[src/rtl/pcache_pkg.sv]
package pcache_pkg;
  typedef enum logic [1:0] {
    CM_IDLE = 2'd0,
    CM_SCAN = 2'd1,
    CM_PROG = 2'd2
  } commit_state_e;
endpackage

[src/rtl/pcache_ptr.sv]
module pcache_ptr #(
  parameter int ADDR_W = 13,
  parameter int COL_W  = 3,
  parameter int LINE_W = 3
) (
  input  logic                         clk,
  input  logic                         rst_n,
  input  logic                         load_i,
  input  logic [ADDR_W-1:0]            addr_i,
  input  logic                         step_i,
  output logic [ADDR_W-COL_W-LINE_W-1:0] base_o,
  output logic [COL_W+LINE_W-1:0]      off_o
);
  localparam int OFF_W  = COL_W + LINE_W;
  localparam int BASE_W = ADDR_W - OFF_W;

  function automatic logic [OFF_W-1:0] advance(input logic [OFF_W-1:0] o);
    return o + OFF_W'(1);
  endfunction

  logic [BASE_W-1:0] base_q;
  logic [OFF_W-1:0]  off_q;
  logic [COL_W-1:0]  col_w;
  logic [LINE_W-1:0] line_w;
  logic              line_cross_w;

  assign col_w        = off_q[COL_W-1:0];
  assign line_w       = off_q[OFF_W-1:COL_W];
  assign line_cross_w = step_i && !load_i && (col_w == '1);

  always_ff @(posedge clk or negedge rst_n) begin
    if (!rst_n) begin
      base_q <= '0;
      off_q  <= '0;
    end else if (load_i) begin
      base_q <= addr_i[ADDR_W-1:OFF_W];
      off_q  <= addr_i[OFF_W-1:0];
    end else if (step_i) begin
      off_q  <= advance(off_q);
    end
  end

  assign base_o = base_q;
  assign off_o  = off_q;


  off_step_chk: assert property (@(posedge clk) disable iff (!rst_n)
    step_i && !load_i |=> off_q == OFF_W'($past(off_q) + 1'b1));

  line_cross_chk: assert property (@(posedge clk) disable iff (!rst_n)
    line_cross_w |=> (col_w == '0) && (line_w == LINE_W'($past(line_w) + 1'b1)));

  base_hold_chk: assert property (@(posedge clk) disable iff (!rst_n)
    !load_i |=> $stable(base_q));
endmodule

[src/rtl/pcache_store.sv]
module pcache_store #(
  parameter int DATA_W = 8,
  parameter int IDX_W  = 6
) (
  input  logic              clk,
  input  logic              rst_n,
  input  logic              clr_i,
  input  logic              wr_i,
  input  logic [IDX_W-1:0]  wr_idx_i,
  input  logic [DATA_W-1:0] wr_data_i,
  input  logic [IDX_W-1:0]  rd_idx_i,
  output logic [DATA_W-1:0] rd_data_o,
  output logic              rd_hit_o
);
  localparam int DEPTH = 1 << IDX_W;

  logic [DATA_W-1:0] mem_q [DEPTH];
  logic [DEPTH-1:0]  fill_q;

  always_ff @(posedge clk or negedge rst_n) begin
    if (!rst_n) begin
      fill_q <= '0;
    end else if (clr_i) begin
      fill_q <= '0;
    end else if (wr_i) begin
      fill_q[wr_idx_i] <= 1'b1;
    end
  end

  genvar g;
  generate
    for (g = 0; g < DEPTH; g++) begin : g_slot
      always_ff @(posedge clk or negedge rst_n) begin
        if (!rst_n)
          mem_q[g] <= '0;
        else if (wr_i && !clr_i && (wr_idx_i == IDX_W'(g)))
          mem_q[g] <= wr_data_i;
      end
    end
  endgenerate

  assign rd_data_o = mem_q[rd_idx_i];
  assign rd_hit_o  = fill_q[rd_idx_i];


  fill_clear_chk: assert property (@(posedge clk) disable iff (!rst_n)
    clr_i |=> $countones(fill_q) == 0);

  fill_set_chk: assert property (@(posedge clk) disable iff (!rst_n)
    wr_i && !clr_i |=> fill_q[$past(wr_idx_i)]);
endmodule

[src/rtl/pcache_commit.sv]
module pcache_commit
  import pcache_pkg::*;
#(
  parameter int IDX_W       = 6,
  parameter int PROG_CYCLES = 20
) (
  input  logic             clk,
  input  logic             rst_n,
  input  logic             go_i,
  input  logic             hit_i,
  output logic [IDX_W-1:0] idx_o,
  output logic             we_o,
  output logic             busy_o
);
  localparam int CNT_W = (PROG_CYCLES < 2) ? 1 : $clog2(PROG_CYCLES);

  commit_state_e     state_q;
  logic [IDX_W-1:0]  idx_q;
  logic [CNT_W-1:0]  cnt_q;
  logic              scan_last_w;
  logic              prog_last_w;

  assign scan_last_w = (idx_q == '1);
  assign prog_last_w = (cnt_q == CNT_W'(PROG_CYCLES - 1));

  always_ff @(posedge clk or negedge rst_n) begin
    if (!rst_n) begin
      state_q <= CM_IDLE;
      idx_q   <= '0;
      cnt_q   <= '0;
    end else begin
      case (state_q)
        CM_IDLE: if (go_i) begin
          state_q <= CM_SCAN;
          idx_q   <= '0;
        end
        CM_SCAN: if (scan_last_w) begin
          state_q <= CM_PROG;
          cnt_q   <= '0;
        end else begin
          idx_q   <= idx_q + IDX_W'(1);
        end
        CM_PROG: if (prog_last_w) state_q <= CM_IDLE;
                 else cnt_q <= cnt_q + CNT_W'(1);
        default: state_q <= CM_IDLE;
      endcase
    end
  end

  assign idx_o  = idx_q;
  assign we_o   = (state_q == CM_SCAN) && hit_i;
  assign busy_o = (state_q != CM_IDLE);


  scan_order_chk: assert property (@(posedge clk) disable iff (!rst_n)
    (state_q == CM_SCAN) && !scan_last_w |=> idx_q == IDX_W'($past(idx_q) + 1'b1));

  busy_end_chk: assert property (@(posedge clk) disable iff (!rst_n)
    $fell(busy_o) |-> $past(state_q) == CM_PROG);

  busy_start_chk: assert property (@(posedge clk) disable iff (!rst_n)
    $rose(busy_o) |-> idx_q == '0);
endmodule

[src/rtl/page_cache_commit.sv]
module page_cache_commit #(
  parameter int ADDR_W      = 13,
  parameter int DATA_W      = 8,
  parameter int COL_W       = 3,
  parameter int LINE_W      = 3,
  parameter int PROG_CYCLES = 20
) (
  input  logic              clk,
  input  logic              rst_n,
  input  logic              wr_start_i,
  input  logic [ADDR_W-1:0] wr_addr_i,
  input  logic              byte_valid_i,
  input  logic [DATA_W-1:0] byte_data_i,
  input  logic              stop_i,
  input  logic              abort_i,
  output logic              busy_o,
  output logic              arr_we_o,
  output logic [ADDR_W-1:0] arr_addr_o,
  output logic [DATA_W-1:0] arr_data_o
);
  localparam int OFF_W  = COL_W + LINE_W;
  localparam int BASE_W = ADDR_W - OFF_W;

  logic              open_q;
  logic              busy_w;
  logic              start_acc_w, abort_acc_w, stop_acc_w, byte_acc_w;
  logic [BASE_W-1:0] base_w;
  logic [OFF_W-1:0]  off_w;
  logic [OFF_W-1:0]  scan_idx_w;
  logic              hit_w;
  logic              we_w;
  logic [DATA_W-1:0] rd_data_w;

  assign start_acc_w = wr_start_i && !busy_w;
  assign abort_acc_w = open_q && !wr_start_i && abort_i;
  assign stop_acc_w  = open_q && !wr_start_i && !abort_i && stop_i;
  assign byte_acc_w  = open_q && !wr_start_i && !abort_i && !stop_i && byte_valid_i;

  always_ff @(posedge clk or negedge rst_n) begin
    if (!rst_n)                          open_q <= 1'b0;
    else if (start_acc_w)                open_q <= 1'b1;
    else if (abort_acc_w || stop_acc_w)  open_q <= 1'b0;
  end

  pcache_ptr #(.ADDR_W(ADDR_W), .COL_W(COL_W), .LINE_W(LINE_W)) u_ptr (
    .clk(clk), .rst_n(rst_n), .load_i(start_acc_w), .addr_i(wr_addr_i),
    .step_i(byte_acc_w), .base_o(base_w), .off_o(off_w)
  );

  pcache_store #(.DATA_W(DATA_W), .IDX_W(OFF_W)) u_store (
    .clk(clk), .rst_n(rst_n), .clr_i(start_acc_w || abort_acc_w),
    .wr_i(byte_acc_w), .wr_idx_i(off_w), .wr_data_i(byte_data_i),
    .rd_idx_i(scan_idx_w), .rd_data_o(rd_data_w), .rd_hit_o(hit_w)
  );

  pcache_commit #(.IDX_W(OFF_W), .PROG_CYCLES(PROG_CYCLES)) u_commit (
    .clk(clk), .rst_n(rst_n), .go_i(stop_acc_w), .hit_i(hit_w),
    .idx_o(scan_idx_w), .we_o(we_w), .busy_o(busy_w)
  );

  assign busy_o     = busy_w;
  assign arr_we_o   = we_w;
  assign arr_addr_o = {base_w, scan_idx_w};
  assign arr_data_o = rd_data_w;


  we_in_busy_chk: assert property (@(posedge clk) disable iff (!rst_n)
    arr_we_o |-> busy_o);

  abort_quiet_chk: assert property (@(posedge clk) disable iff (!rst_n)
    abort_acc_w |=> !busy_o && !arr_we_o && !open_q);

  busy_refuse_chk: assert property (@(posedge clk) disable iff (!rst_n)
    busy_o |-> !open_q);

  stop_busy_chk: assert property (@(posedge clk) disable iff (!rst_n)
    stop_acc_w |=> busy_o);
endmodule

[config.mk]
export PLATFORM = sky130hd
export DESIGN_NAME = page_cache_commit
export DESIGN_NICKNAME = d
export VERILOG_FILES = /design/src/rtl/pcache_pkg.sv /design/src/rtl/pcache_ptr.sv /design/src/rtl/pcache_store.sv /design/src/rtl/pcache_commit.sv /design/src/rtl/page_cache_commit.sv
export SDC_FILE = /design/constraint.sdc
export NUM_CORES = 1
export LEC_CHECK = 0
export BUFFER_PORTS_ARGS = -buffer_cell sky130_fd_sc_hd__clkbuf_2
export CAP_MARGIN = 15
export CORE_ASPECT_RATIO = 0.8
export CORE_MARGIN = 1.5
export CORE_UTILIZATION = 35
export CTS_CLUSTER_SIZE = 24
export DETAILED_ROUTE_END_ITERATION = 10
export PLACE_DENSITY_LB_ADDON = 0.08
export SLEW_MARGIN = 20
export SYNTH_ARGS = -nofsm -noshare
export SYNTH_HDL_FRONTEND = slang
export SYNTH_HIERARCHICAL = 1
export SYNTH_SLANG_ARGS = --single-unit
[constraint.sdc]
create_clock -name clk -period 3 [get_ports clk]
set_input_delay 0.6 -clock clk [delete_from_list [all_inputs] [get_ports clk]]
set_output_delay 0.6 -clock clk [all_outputs]
set_load 0.02 [all_outputs]
After elaboration in Yosys (flattened, before gate mapping) --
Index checks and enable logic that the tools add are counted.
Word-level totals: flip-flop bits (word level) 603, input port bits 27, output and inout bits 23, word-level logic and storage cells 267
Operators by class: $add $sub $neg 3, magnitude comparators 4, equal/unequal tests 72, muxes and demuxes 23, bitwise operators 2, reduce and logical (&&, ||, !) cells 92
Operator list (number):
- $eq 6x6->1 const B | 33
- $mux 64 | 2
- $eq 6x5->1 const B | 16
- $logic_and 1x1->1 | 74
- $or 64x64->64 | 1
- $bmux 8 s6 | 1
- $eq 6x4->1 const B | 8
- $eq 6x3->1 const B | 4
- $mux 6 | 4
- $mux 8 | 2
- $lt 6x7->1 const B | 2
- $add 6x1->6 const B | 2
- $eq 6x2->1 const B | 2
- $pmux 6 s2 | 1
- $reduce_bool 2->1 | 6
- $mux 5 | 2
- $pmux 5 s2 | 1
- $reduce_and 3->1 | 3
- $ge 7x7->1 const B | 1
- $not 6->7 | 1
- $bmux 1 s6 | 1
- $demux 1 s6 | 1
- $eq 6x1->1 const B | 1
- $ge 6x1->1 const B | 1
- other kinds (13) | 26

Depth between registers and ports, before layout --
depth after elaboration 7, depth in mapped cells 11, gate-level depth less buffers 8

Modules after synthesis --
The synthesis kept the hierarchy.
By module, submodules not included:
- pcache_store | times used 1, cells each 1721, area an instance 26242.7 µm²
- pcache_commit | times used 1, cells each 76, area an instance 726.9 µm²
- pcache_ptr | times used 1, cells each 49, area an instance 591.8 µm²
- page_cache_commit | times used 1, cells each 9, area an instance 86.3 µm²

Least setup slack after synthesis --
No wires, ideal clock.
path kind reg-to-output, start point register u_commit.idx_q[2], in the netlist u_commit/idx_o[2], end point output arr_data_o[1], arrival time 2350 ps, required time 2400 ps, path slack 50 ps, stages on the path, launching flop included 6, buffers on the path 2, path through dfrtp_1 > buf_2 > buf_1 > mux4_2 > o221ai_1 > o41ai_1
On the way: word-level cells in the longest chain between the ends 4
Ends and longest elaborated chain:
- start: declaration | RTL line pcache_commit.sv:18 | logic [IDX_W-1:0] idx_q;
- start signal: assignment | RTL line pcache_commit.sv:41 | idx_q <= idx_q + IDX_W'(1);
- $not 6->7 (implied by the code) | RTL line pcache_store.sv:42 | assign rd_data_o = mem_q[rd_idx_i];
- $bmux 8 s6 | RTL line pcache_store.sv:42
- $mux 8 (implied by the code) (2 in series) | RTL line pcache_store.sv:42
- end: declaration | RTL line page_cache_commit.sv:19 | output logic [DATA_W-1:0] arr_data_o
No other way between the ends. The select of a mux whose other input is x is not followed.

Final worst setup path --
start point register u_commit.idx_q[0], in the netlist u_commit/idx_o[0], end point output arr_data_o[1]
The elaborated chain is that of the path after synthesis.

==> results.sh <==
export IMPL_outcome="complete, but fails checks"
export IMPL_violations="negative setup slack"
export IMPL_grt_usage_pct=20.6
export IMPL_post_route_period_util_pct=121
export IMPL_clock_skew_ps=33.9
export IMPL_ys_seq_area_share_pct=54.6
export IMPL_regArea_um2=15100
export IMPL_drv_slew=0
export IMPL_synth_top_area_share_pct=54.6
export IMPL_worst_slew_pin_slew_ps=931
export IMPL_cts_tree="yes"
export IMPL_reg2reg_slack_ps=380
export IMPL_hold_start="wr_addr_i[4]"
export IMPL_clk_pin_slew_ps=60
export IMPL_ir_worst_vdd_mv=0.464
export IMPL_multi_input_area_um2=12200
export IMPL_fin_util_pct=43.2
export IMPL_hold_violations=0
export IMPL_syn_area_per_cell_um2=14.9
export IMPL_place_hpwl_mm=54.2
export IMPL_hold_path_end="u_ptr/off_o[4]$_DFFE_PN0P_"
export IMPL_antenna_found_initial=1
export IMPL_grt_pass1_wl_mm=122
export IMPL_setup_slack_ps=-638
export IMPL_layout_min_cycle_time_ps=3640
export IMPL_synth_area_leaders="dfrtp_1, mux2_2, mux4_2, clkbuf_1, o21ai_0"
export IMPL_drt_iter0_markers=1052
export IMPL_fillers=7020
export IMPL_core_um2=77700
export IMPL_r2r_start="u_commit/state_q[1]$_DFFE_PN0P_"
export IMPL_ant_nets=0
export IMPL_clock_sinks=603
export IMPL_start_util_pct=35.6
export IMPL_dp_cells=2985
export IMPL_p_clk_share_pct=32.3
export IMPL_post_drt_wl_per_cell_um=25.7
export IMPL_syn_cell_area_um2=27600
export IMPL_setup_worst_path_class="reg2out"
export IMPL_drc=0
export IMPL_synth_top_cell_by_area="dfrtp_1"
export IMPL_min_path_type="in2reg"
export IMPL_synthToLayoutAreaGrowth_pct=21.2
export IMPL_relSlewSlack_pct=37.9
export IMPL_p_switching_mw=8.29
export IMPL_synthFlopType="dfrtp_1"
export IMPL_critical_path_max_fanout=6
export IMPL_ys_ff_latch=603
export IMPL_fmax_ghz=0.275
export IMPL_drtPass1Iterations=5
export IMPL_power_share_combinational_pct=32.6
export IMPL_die_area_um2=80700
export IMPL_fin_area_um2=33500
export IMPL_hold_depth=3
export IMPL_placementRows=91
export IMPL_finalWirelength_mm=80.5
export IMPL_internal_power_mw=17.0
export IMPL_cts_root_buf="clkbuf_16"
export IMPL_vias=16829
export IMPL_tns_ps=-5380
export IMPL_gr_total_overflow=0
export IMPL_nets=2092
export IMPL_yosys_warnings=6
export IMPL_cts_max_path_buffers=3
export IMPL_io_pins=50
export IMPL_ctsHtreeMaxLevel=3
export IMPL_rsz0062_at_grt="true"
export IMPL_powerDensity_nw_per_um2=755
export IMPL_numCtsBuffers=67
export IMPL_p_leak_nw=16.3
export IMPL_final_cells=3135
export IMPL_drv_cap=0
export IMPL_port_buffers=49
export IMPL_p_total_mw=25.3
export IMPL_reg2reg_to="u_store/mem_q[331]$_DFFE_PN0P_"
export IMPL_place_ws_ps=-495
export IMPL_hold_ws_ps=196
export IMPL_clk_latency_ps=630
export IMPL_critical_path_required_ps=2400
export IMPL_dpl_cell_area_um2=30400
export IMPL_switching_share_pct=32.8
export IMPL_ys_types=67
export IMPL_synth_nets=1885
export IMPL_synth_cells=1855
export IMPL_vias_per_cell=5.37
export IMPL_r2r_cells=9
export IMPL_synth_enable_flop_cells=0
export IMPL_grt_start_max_net_pins=93
export IMPL_start_kind="flop"
export IMPL_die_h_um=254
export IMPL_seqPwrFrac_pct=35.1
export IMPL_setup_viol_count_final=9
export IMPL_async_reset_ff_share_pct=100
export IMPL_dieWidth_um=317
export IMPL_arrival_ps=3040
export IMPL_drive_gt1_share_pct=53.0
export IMPL_grt_pass1_vias=17846
export IMPL_endpoint_kind="output pin"
export IMPL_place_gp_congestion=0.807
[worst max path at each step]
stage | cells past startpoint | end | from
finish | 9 | arr_data_o[1] | u_commit/idx_o[0]$_DFFE_PN0P_
global route | 9 | arr_data_o[1] | u_commit/idx_o[0]$_DFFE_PN0P_
CTS | 9 | arr_data_o[4] | u_commit/idx_o[1]$_DFFE_PN0P_
detailed placement | 9 | arr_data_o[4] | u_commit/idx_o[1]$_DFFE_PN0P_
global placement | 9 | arr_data_o[4] | u_commit/idx_o[1]$_DFFE_PN0P_
floorplan | 5 | arr_data_o[1] | u_commit/idx_o[2]$_DFFE_PN0P_
[critical path, cell delays in order (launching register included)]
cell	delay, ps
dfrtp_4	460
buf_12	150
buf_8	130
mux4_2	510
a22o_4	290
o41ai_2	340
buf_4	160
o41ai_2	50
buf_4	180
buf_6	130
[power groups by stage]
| stage | logic, mW | registers (mW) | clock network, mW |
|---|---|---|---|
| 2_1_floorplan | 3.76 | 8.91 | 0 |
| 6_report | 8.26 | 8.88 | 8.18 |
| 3_3_place_gp | 6.97 | 9.09 | 0 |
| 4_1_cts | 8.07 | 8.88 | 8.45 |
| 5_1_grt | 8.78 | 8.92 | 8.81 |
| 3_5_place_dp | 6.96 | 9.10 | 0 |
[layout make-up]
class / count / area share, %
Timing Repair Buffer: 270 / 7.87
Sequential cell: 603 / 45.1
Tap cell: 1023 / 3.82
Clock buffer: 94 / 5.70
Antenna cell: 1 / 0.00747
Clock inverter: 24 / 0.706
Inverter: 48 / 0.538
Multi-Input combinational cell: 1072 / 36.3
[kinds of logic after synthesis]
logic type                 share of synthesized area, %
AOI/OAI and AO/OA                                  4.19
xor gates and xnor gates                          0.190
adders and majority gates                         0.136
buffers and inverters                              2.85
DFF                                                54.6
muxes                                              33.3
and+or+nand+nor                                    4.72
[registers in the layout (all words and copies together) (netlist names)]
register,flops
open_q,1
u_commit/state_q,2
u_ptr/off_o,6
u_store/fill_q,64
u_store/mem_q,512
u_ptr/base_o,7
u_commit/cnt_q,5
u_commit/idx_o,6
[placed cells by master (no fill, tap or decap), types with 5 or more instances in the layout]
master     count
nor2_2        15
buf_6         13
a21o_1        25
o21ai_1       11
o21ai_0       47
nor2_1        27
and3b_1        7
clkbuf_1      16
nand3_1       13
nand3b_1      12
clkinv_2      13
nand2_2        8
a22o_1        11
clkbuf_16     71
o22ai_1       15
buf_4        163
nand2b_1      11
clkbuf_8      11
or3_1          5
o41ai_4        5
buf_8          7
dfrtp_1      599
mux2_1        15
nor3_1        12
mux2i_1       11
nand2_1       53
a22o_4         6
mux2_2       504
o22ai_2       10
inv_1         47
buf_12        36
nor3b_1        5
mux4_2       144
clkbuf_2      41
or3b_2         5
[synth_stat cells (6+ instances only)]
library cell  count
dfrtp_1         603
mux2_2          504
mux4_2          144
clkbuf_1         75
o21ai_0          55
nand2_1          53
inv_1            47
buf_2            30
nor2_1           27
a21o_1           26
o22ai_1          26
a22o_1           18
mux2_1           15
nor2_2           15
nand3_1          14
mux2i_1          13
nor3_1           13
buf_1            12
nand3b_1         12
nand2b_1         11
buf_4            10
nand2_2           8
o41ai_1           8
and3b_1           7
o21ai_1           6
or3b_2            6
[what timing repair did]
action                                 in CTS  in global routing
gates cloned                                3                  2
pin swaps                                  17                 19
endpoints found under the hold margin      31                  0
resized for setup                          80                 41
hold buffers                                1                  0
setup endpoints to repair                   9                  9
setup buffers                              25                  8
[per-layer routing]
metal	GRT usage [%]	wire length (µm)	up-vias
li1	-	-	7312
met1	30.8	39500	9128
met2	30.1	35500	294
met3	4.46	3850	95
met4	5.75	1680	0
met5	0	0	-
Note: power is estimated with default switching activity, not from simulation.
